### config.mk
export PLATFORM = sky130hd
export DESIGN_NAME = bestFourSorter
export DESIGN_NICKNAME = d
export VERILOG_FILES = /design/src/rtl/bestFourPkg.sv /design/src/rtl/bestSelect.sv /design/src/rtl/bestFourCtrl.sv /design/src/rtl/bestFourPath.sv /design/src/rtl/bestFourSorter.sv
export SDC_FILE = /design/constraint.sdc
export NUM_CORES = 2
export LEC_CHECK = 0
export BUFFER_PORTS_ARGS = -buffer_cell sky130_fd_sc_hd__buf_4
export CAP_MARGIN = 30
export CELL_PAD_IN_SITES_DETAIL_PLACEMENT = 1
export CELL_PAD_IN_SITES_GLOBAL_PLACEMENT = 2
export CORE_MARGIN = 4
export CORE_UTILIZATION = 38
export DETAILED_ROUTE_END_ITERATION = 12
export GPL_TIMING_DRIVEN = 0
export PLACE_DENSITY = 0.87
export RECOVER_POWER = 25
export SETUP_SLACK_MARGIN = 0.3
export SYNTH_ARGS = -nofsm -noshare
export SYNTH_HDL_FRONTEND = slang
export SYNTH_SLANG_ARGS = --single-unit
### constraint.sdc
create_clock -name clk -period 10.4 [get_ports clk]
set_input_delay 1.56 -clock clk [delete_from_list [all_inputs] [get_ports clk]]
set_output_delay 1.56 -clock clk [all_outputs]
set_load 0.02 [all_outputs]
### src/rtl/bestFourPkg.sv
package bestFourPkg;

  localparam int PHI_W  = 8;
  localparam int ETA_W  = 6;
  localparam int PT_W   = 5;
  localparam int CHG_W  = 2;
  localparam int QUAL_W = 3;
  localparam int PAY_W  = PHI_W + ETA_W + PT_W + CHG_W + QUAL_W + 2;

  // Payload layout, most significant field first.
  typedef struct packed {
    logic [PHI_W-1:0]  phi;
    logic [ETA_W-1:0]  eta;
    logic [PT_W-1:0]   pt;
    logic [CHG_W-1:0]  chg;
    logic [QUAL_W-1:0] qual;
    logic              mip;
    logic              iso;
  } candPayload_t;

  // Per-stage load strobes from control to datapath; a low strobe empties the stage.
  typedef struct packed {
    logic take0;
    logic take1;
    logic take2;
  } stageStrobe_t;

endpackage

### src/rtl/bestSelect.sv
// Combinational top-K selection out of N candidates by place counting.
// Each candidate's place is the number of candidates that beat it; a
// candidate beats another on higher key, or equal key and lower index.
module bestSelect #(
  parameter int N  = 8,
  parameter int K  = 4,
  parameter int RW = 8,
  parameter int PW = 26
) (
  input  logic [N*RW-1:0] rankIn,
  input  logic [N-1:0]    liveIn,
  input  logic [N*PW-1:0] payIn,
  output logic [K*RW-1:0] rankOut,
  output logic [K-1:0]    liveOut,
  output logic [K*PW-1:0] payOut
);

  localparam int CW = $clog2(N + 1);

  logic [RW:0]   key   [N];
  logic [CW-1:0] place [N];

  // Live candidates get a leading one so an empty slot can never win.
  for (genvar i = 0; i < N; i++) begin : g_key
    assign key[i] = liveIn[i] ? {1'b1, rankIn[i*RW +: RW]} : '0;
  end

  always_comb begin
    for (int i = 0; i < N; i++) begin
      place[i] = '0;
      for (int j = 0; j < N; j++) begin
        if (j != i && ((key[j] > key[i]) || (key[j] == key[i] && j < i))) begin
          place[i] = place[i] + 1'b1;
        end
      end
    end
  end

  always_comb begin
    rankOut = '0;
    liveOut = '0;
    payOut  = '0;
    for (int s = 0; s < K; s++) begin
      for (int i = 0; i < N; i++) begin
        if (place[i] == CW'(s) && liveIn[i]) begin
          liveOut[s]            = 1'b1;
          rankOut[s*RW +: RW]   = rankIn[i*RW +: RW];
          payOut[s*PW +: PW]    = payIn[i*PW +: PW];
        end
      end
    end
  end

endmodule

### src/rtl/bestFourCtrl.sv
// Valid pipeline; hands one load strobe per stage to the datapath.
module bestFourCtrl
  import bestFourPkg::*;
(
  input  logic         clk,
  input  logic         rstN,
  input  logic         inValid,
  output stageStrobe_t strobe,
  output logic         outValid
);

  localparam int STAGES = 3;

  logic [STAGES-1:0] validPipe;

  always_ff @(posedge clk or negedge rstN) begin
    if (!rstN) begin
      validPipe <= '0;
    end else begin
      validPipe <= {validPipe[STAGES-2:0], inValid};
    end
  end

  always_comb begin
    strobe.take0 = inValid;
    strobe.take1 = validPipe[0];
    strobe.take2 = validPipe[1];
  end

  assign outValid = validPipe[STAGES-1];

endmodule

### src/rtl/bestFourPath.sv
// Three registered stages: input capture with masking, per-region best
// four, merged best four.
module bestFourPath
  import bestFourPkg::*;
#(
  parameter int NUM_SRC  = 4,
  parameter int PER_SRC  = 4,
  parameter int NUM_BEST = 4,
  parameter int RANK_W   = 8
) (
  input  logic                                clk,
  input  logic                                rstN,
  input  stageStrobe_t                        strobe,
  input  logic [NUM_SRC*PER_SRC*RANK_W-1:0]   inRank,
  input  logic [NUM_SRC*PER_SRC-1:0]          inCancel,
  input  logic [NUM_SRC*PER_SRC*PAY_W-1:0]    inPayload,
  output logic [NUM_BEST-1:0]                 outSlotValid,
  output logic [NUM_BEST*RANK_W-1:0]          outRank,
  output logic [NUM_BEST*PAY_W-1:0]           outPayload
);

  localparam int TOTAL    = NUM_SRC * PER_SRC;
  localparam int REGIONS  = 2;
  localparam int REGION_N = TOTAL / REGIONS;
  localparam int MERGE_N  = REGIONS * NUM_BEST;

  // Stage 0: captured crossing, cancelled or zero-rank slots marked empty.
  logic [TOTAL*RANK_W-1:0] s0Rank;
  logic [TOTAL-1:0]        s0Live;
  logic [TOTAL*PAY_W-1:0]  s0Pay;

  always_ff @(posedge clk or negedge rstN) begin
    if (!rstN) begin
      s0Rank <= '0;
      s0Live <= '0;
      s0Pay  <= '0;
    end else if (strobe.take0) begin
      for (int k = 0; k < TOTAL; k++) begin
        s0Live[k]                  <= !inCancel[k] && (inRank[k*RANK_W +: RANK_W] != '0);
        s0Rank[k*RANK_W +: RANK_W] <= inCancel[k] ? '0 : inRank[k*RANK_W +: RANK_W];
      end
      s0Pay <= inPayload;
    end else begin
      s0Rank <= '0;
      s0Live <= '0;
      s0Pay  <= '0;
    end
  end

  // Stage 1: best four per region (barrel = lower half of the indices).
  logic [MERGE_N*RANK_W-1:0] regRank;
  logic [MERGE_N-1:0]        regLive;
  logic [MERGE_N*PAY_W-1:0]  regPay;

  for (genvar r = 0; r < REGIONS; r++) begin : g_region
    bestSelect #(
      .N (REGION_N),
      .K (NUM_BEST),
      .RW(RANK_W),
      .PW(PAY_W)
    ) u_regionSel (
      .rankIn (s0Rank [r*REGION_N*RANK_W +: REGION_N*RANK_W]),
      .liveIn (s0Live [r*REGION_N        +: REGION_N]),
      .payIn  (s0Pay  [r*REGION_N*PAY_W  +: REGION_N*PAY_W]),
      .rankOut(regRank[r*NUM_BEST*RANK_W +: NUM_BEST*RANK_W]),
      .liveOut(regLive[r*NUM_BEST        +: NUM_BEST]),
      .payOut (regPay [r*NUM_BEST*PAY_W  +: NUM_BEST*PAY_W])
    );
  end

  logic [MERGE_N*RANK_W-1:0] s1Rank;
  logic [MERGE_N-1:0]        s1Live;
  logic [MERGE_N*PAY_W-1:0]  s1Pay;

  always_ff @(posedge clk or negedge rstN) begin
    if (!rstN) begin
      s1Rank <= '0;
      s1Live <= '0;
      s1Pay  <= '0;
    end else if (strobe.take1) begin
      s1Rank <= regRank;
      s1Live <= regLive;
      s1Pay  <= regPay;
    end else begin
      s1Rank <= '0;
      s1Live <= '0;
      s1Pay  <= '0;
    end
  end

  // Stage 2: merge; barrel results sit at the lower indices so ties keep
  // the global lower-index order.
  logic [NUM_BEST*RANK_W-1:0] mergeRank;
  logic [NUM_BEST-1:0]        mergeLive;
  logic [NUM_BEST*PAY_W-1:0]  mergePay;

  bestSelect #(
    .N (MERGE_N),
    .K (NUM_BEST),
    .RW(RANK_W),
    .PW(PAY_W)
  ) u_mergeSel (
    .rankIn (s1Rank),
    .liveIn (s1Live),
    .payIn  (s1Pay),
    .rankOut(mergeRank),
    .liveOut(mergeLive),
    .payOut (mergePay)
  );

  always_ff @(posedge clk or negedge rstN) begin
    if (!rstN) begin
      outSlotValid <= '0;
      outRank      <= '0;
      outPayload   <= '0;
    end else if (strobe.take2) begin
      outSlotValid <= mergeLive;
      outRank      <= mergeRank;
      outPayload   <= mergePay;
    end else begin
      outSlotValid <= '0;
      outRank      <= '0;
      outPayload   <= '0;
    end
  end

endmodule

### src/rtl/bestFourSorter.sv
module bestFourSorter
  import bestFourPkg::*;
#(
  parameter int NUM_SRC  = 4,
  parameter int PER_SRC  = 4,
  parameter int NUM_BEST = 4,
  parameter int RANK_W   = 8
) (
  input  logic                              clk,
  input  logic                              rstN,
  input  logic                              inValid,
  input  logic [NUM_SRC*PER_SRC*RANK_W-1:0] inRank,
  input  logic [NUM_SRC*PER_SRC-1:0]        inCancel,
  input  logic [NUM_SRC*PER_SRC*PAY_W-1:0]  inPayload,
  output logic                              outValid,
  output logic [NUM_BEST-1:0]               outSlotValid,
  output logic [NUM_BEST*RANK_W-1:0]        outRank,
  output logic [NUM_BEST*PAY_W-1:0]         outPayload
);

  stageStrobe_t strobe;

  bestFourCtrl u_ctrl (
    .clk     (clk),
    .rstN    (rstN),
    .inValid (inValid),
    .strobe  (strobe),
    .outValid(outValid)
  );

  bestFourPath #(
    .NUM_SRC (NUM_SRC),
    .PER_SRC (PER_SRC),
    .NUM_BEST(NUM_BEST),
    .RANK_W  (RANK_W)
  ) u_path (
    .clk         (clk),
    .rstN        (rstN),
    .strobe      (strobe),
    .inRank      (inRank),
    .inCancel    (inCancel),
    .inPayload   (inPayload),
    .outSlotValid(outSlotValid),
    .outRank     (outRank),
    .outPayload  (outPayload)
  );

endmodule

==> summary.txt <==
Timing
  – Period minus WS final: ~10 ns
  – Rel. slew slack: -1.67
  – Final slew viol count: 309
  – Final Setup Violations: 0
  – RSZ-0062 raised after global routing: true
  – Final hold violation count: 0
  – F_max: approximately 97 MHz
  – Final worst path period share: 0.994
  – Worst hold slack: ~0.44 ns
  – Clock Skew: 0.120 ns
  – Worst slew pin tran: ~4.0 ns

Yosys
  – Post-Syn Area: about 90000 um^2
  – Distinct cells, synth: between 100 and 150
  – Asr flop ratio synth: 1.00
  – Post-synth EDFFs: 0
  – Syn. warnings: 0
  – Gate Count Post-Synth: 10500
  – Yosys reg bits: between 900 and 1000
  – Ys flop type: dfrtp_1
  – Mapped Nets: around 12000
  – Syn_area_per_cell: between 8 and 9 um^2
  – Register area share after synthesis: 0.278

Final layout
  – Register Area: around 25000 um^2
  – Nets: 12900
  – Filler cells: roughly 27000
  – Synthesis-to-finish area growth: 17.8%
  – Design Area, Final: between 100000 and 150000 um^2
  – Multi-input gate area: 60300 um^2
  – Fraction of layout cells with a size suffix above 1: 0.155

Setup path
  – Worst reg2reg endpoint: u_path.s1Pay[80]$_DFF_PN0_
  – Crit-path max cell delay: between 0.8 and 0.9 ns
  – Most frequent CP cell: ha_1
  – Reg2Reg Depth: 34
  – Startpoint types: flop
  – Crit-path slowest cell: clkbuf_1
  – Reg-to-reg slack, setup: just under 0.06 ns
  – Worst Path Arrival: between 10 and 15 ns
  – R2R Path Start: u_path.s0Live[3]$_DFF_PN0_
  – Crit end category: flop
  – Peak fanout along the critical path: 10
  – Kind of critical path: flop to flop
  – CP required: roughly 11 ns

Die
  – # rows: 176
  – Floorplan die width: about 500 um
  – Area of the die: roughly 240000 um^2
  – Initial core utilization: 0.384
  – Num ports: approximately 700
  – Core Region: 231000 um^2
  – Die span in y: roughly 500 um

Min path
  – Hold Crit Depth: 0
  – Min-Delay Endpoint: u_ctrl.validPipe[2]$_DFF_PN0_
  – Hold_sp: u_ctrl.validPipe[1]$_DFF_PN0_
  – Min-delay worst type: flop to flop

Clocking
  – TritonCTS buffer count: approximately 110
  – Num Clock Sinks: just under 1000
  – Htree depth: 3
  – Clock insertion delay at the later pin of the skew report: about 0.88 ns
  – Clock root buffer: clkbuf_16
  – Clk pin slew, worst setup/hold paths: 0.06 ns
  – CTS Buffer Depth: 3
  – CTS tree: built

Place
  – GP Congestion: 1.11
  – IO Port Bufs: roughly 700
  – Placed cell areas: ~100000 um^2
  – DP Wirelength: 494 mm

Routing
  – Detailed router's first-iteration violation count: 14200
  – DRC: 0
  – Avg WL per Cell: between 40 and 50 um
  – DR vias: roughly 100k
  – Initial DRT Pass Iterations: 8
  – WL final: a little over 600 mm
  – Post-route ant nets: 0
  – Via density: 7.14

Run status
  – Status: finished with violations
  – Failing checks: capacitance limit, slew limit

Run
  – Max Cap Viol: 3

GRT
  – Gr ovfl total: 0
  – Total global-route track usage: 0.482
  – Initial antenna violation count: slightly above 80
  – First-pass GRT wire length: just over 800 mm
  – Vias in the first global route: 104000
  – Largest net degree at the start of global routing: between 100 and 150

Power
  – Total Power: about 34 mW
  – Power Density: 328 nW/um^2
  – Cell leakage power: approximately 47 nW
  – Max VDD drop: roughly 0.00047 V
-- worst max-delay path, delay by kind of cell, from the launching register on --
kind	cells	cell delay, ns
buf+inv	8	3.09
simple gates	11	2.62
fa+ha+maj	6	1.79
compound gates	6	1.42
flops	1	0.72
mux	2	0.46
xor+xnor	1	0.14
-- worst max-delay path by stage --
stage / slack (ns) / startpoint / end / cells past startpoint
finish: 0.06 / u_path.s0Live[3]$_DFF_PN0_ / u_path.s1Pay[80]$_DFF_PN0_ / 34
detailed placement: -1.14 / u_path.s0Live[4]$_DFF_PN0_ / u_path.s1Pay[24]$_DFF_PN0_ / 32
global placement: -3.66 / rstN / u_path.s0Pay[170]$_DFF_PN0_ / 1
global route: 0.22 / u_path.s0Live[1]$_DFF_PN0_ / u_path.s1Pay[77]$_DFF_PN0_ / 36
CTS: 0.31 / u_path.s0Live[9]$_DFF_PN0_ / u_path.s1Live[7]$_DFF_PN0_ / 31
floorplan: 2.88 / u_path.s0Live[8]$_DFF_PN0_ / u_path.s1Pay[201]$_DFF_PN0_ / 32
-- per-stage QoR --
stage	utilization	cells	setup slack, ns	setup TNS [ns]
floorplan	-	10500	2.88	0
global placement	0.423	14200	-3.66	-3305.16
detailed placement	0.428	14300	-1.14	-94.38
CTS	0.448	14600	0.314	0
global route	0.452	14600	0.220	0
finish	0.452	14600	0.0580	0
-- timing repair --
| action | CTS | global route |
|---|---|---|
| buffers inserted | 11 | 15 |
| resized for setup | 130 | 230 |
| hold buffers | 0 | 0 |
| pin swaps | 5 | 10 |
| cloned | 0 | 0 |
| setup endpoints to repair | 401 | 397 |
-- layout by cell type (no fill, tap or decap), types with 181 or more instances in the layout --
cell type  instances
dfrtp_1          976
nand2_1          891
ha_1             864
buf_4            769
and2_1           603
o21ai_0          537
nor2_1           531
clkbuf_1         503
a21oi_1          503
inv_1            450
nor3_1           285
nand3_1          247
and3_1           201
o211ai_1         199
a31oi_1          196
o22ai_1          181
-- kinds of logic after synthesis --
| family | Yosys count | share of synthesized area |
|---|---|---|
| fa+ha+maj | 872 | 0.123 |
| xor+xnor | 220 | 0.0307 |
| simple gates | 3617 | 0.213 |
| mux | 159 | 0.0196 |
| flops | 983 | 0.278 |
| compound gates | 3491 | 0.285 |
| buf+inv | 1152 | 0.0505 |
-- flip-flops by register name, indices dropped and copies added, names as in the netlist --
signal,cells
u_path.s1Live,8
u_path.s0Rank,128
u_path.s0Pay,416
u_path.s1Pay,208
u_path.outRank,32
u_path.outPayload,104
u_path.s1Rank,64
u_path.s0Live,16
u_path.outSlotValid,4
u_ctrl.validPipe,3
-- synth_stat cells (60+ instances only) --
| master | instances | area [um^2] |
|---|---|---|
| nand3_1 | 248 | 1240 |
| inv_1 | 454 | 1700 |
| nand2b_1 | 125 | 782 |
| xnor2_1 | 107 | 937 |
| nor4_1 | 67 | 419 |
| a211oi_1 | 145 | 1090 |
| nor3_1 | 302 | 1510 |
| and2_1 | 646 | 4040 |
| nand4_1 | 107 | 669 |
| a221oi_1 | 147 | 1290 |
| o31ai_1 | 68 | 510 |
| nor2b_1 | 67 | 419 |
| a21o_1 | 150 | 1130 |
| o211ai_1 | 199 | 1490 |
| o221a_2 | 99 | 1110 |
| o21a_1 | 87 | 653 |
| clkbuf_1 | 592 | 2220 |
| and3_1 | 201 | 1260 |
| mux2_2 | 113 | 1270 |
| o211a_1 | 60 | 601 |
| a22oi_1 | 95 | 713 |
| or3_1 | 79 | 494 |
| a31oi_1 | 208 | 1300 |
| o22ai_1 | 182 | 1140 |
| nor2_1 | 549 | 2060 |
| nand2_1 | 921 | 3460 |
| a221o_1 | 98 | 981 |
| o2111ai_1 | 76 | 666 |
| buf_2 | 65 | 325 |
| dfrtp_1 | 983 | 24600 |
| o21ai_0 | 544 | 2720 |
| o221ai_1 | 168 | 1470 |
| a21oi_1 | 523 | 2620 |
| ha_1 | 864 | 10800 |
| nand3b_1 | 70 | 526 |
-- per-layer routing --
metal	GRT usage	share of wire
met2	0.703	0.41
met4	0.403	0.11
met5	0	0.00046
met3	0.146	0.11
met1	0.581	0.37
-- power by group --
group	internal [mW]	switching, mW
Combinational	7.82	16.8
Sequential	4.31	0.913
Clock	2.41	1.97
-- cell type report --
type | instances | share of cell area
antenna | 43 | 0.00103
buffer | 686 | 0.0274
clock buffer | 144 | 0.0297
clock inverter | 66 | 0.00850
inverter | 466 | 0.0170
multi-input combinational | 8359 | 0.578
sequential | 983 | 0.236
tap | 3026 | 0.0363
timing repair buffer | 869 | 0.0662
(Power assumes the default switching activity.)
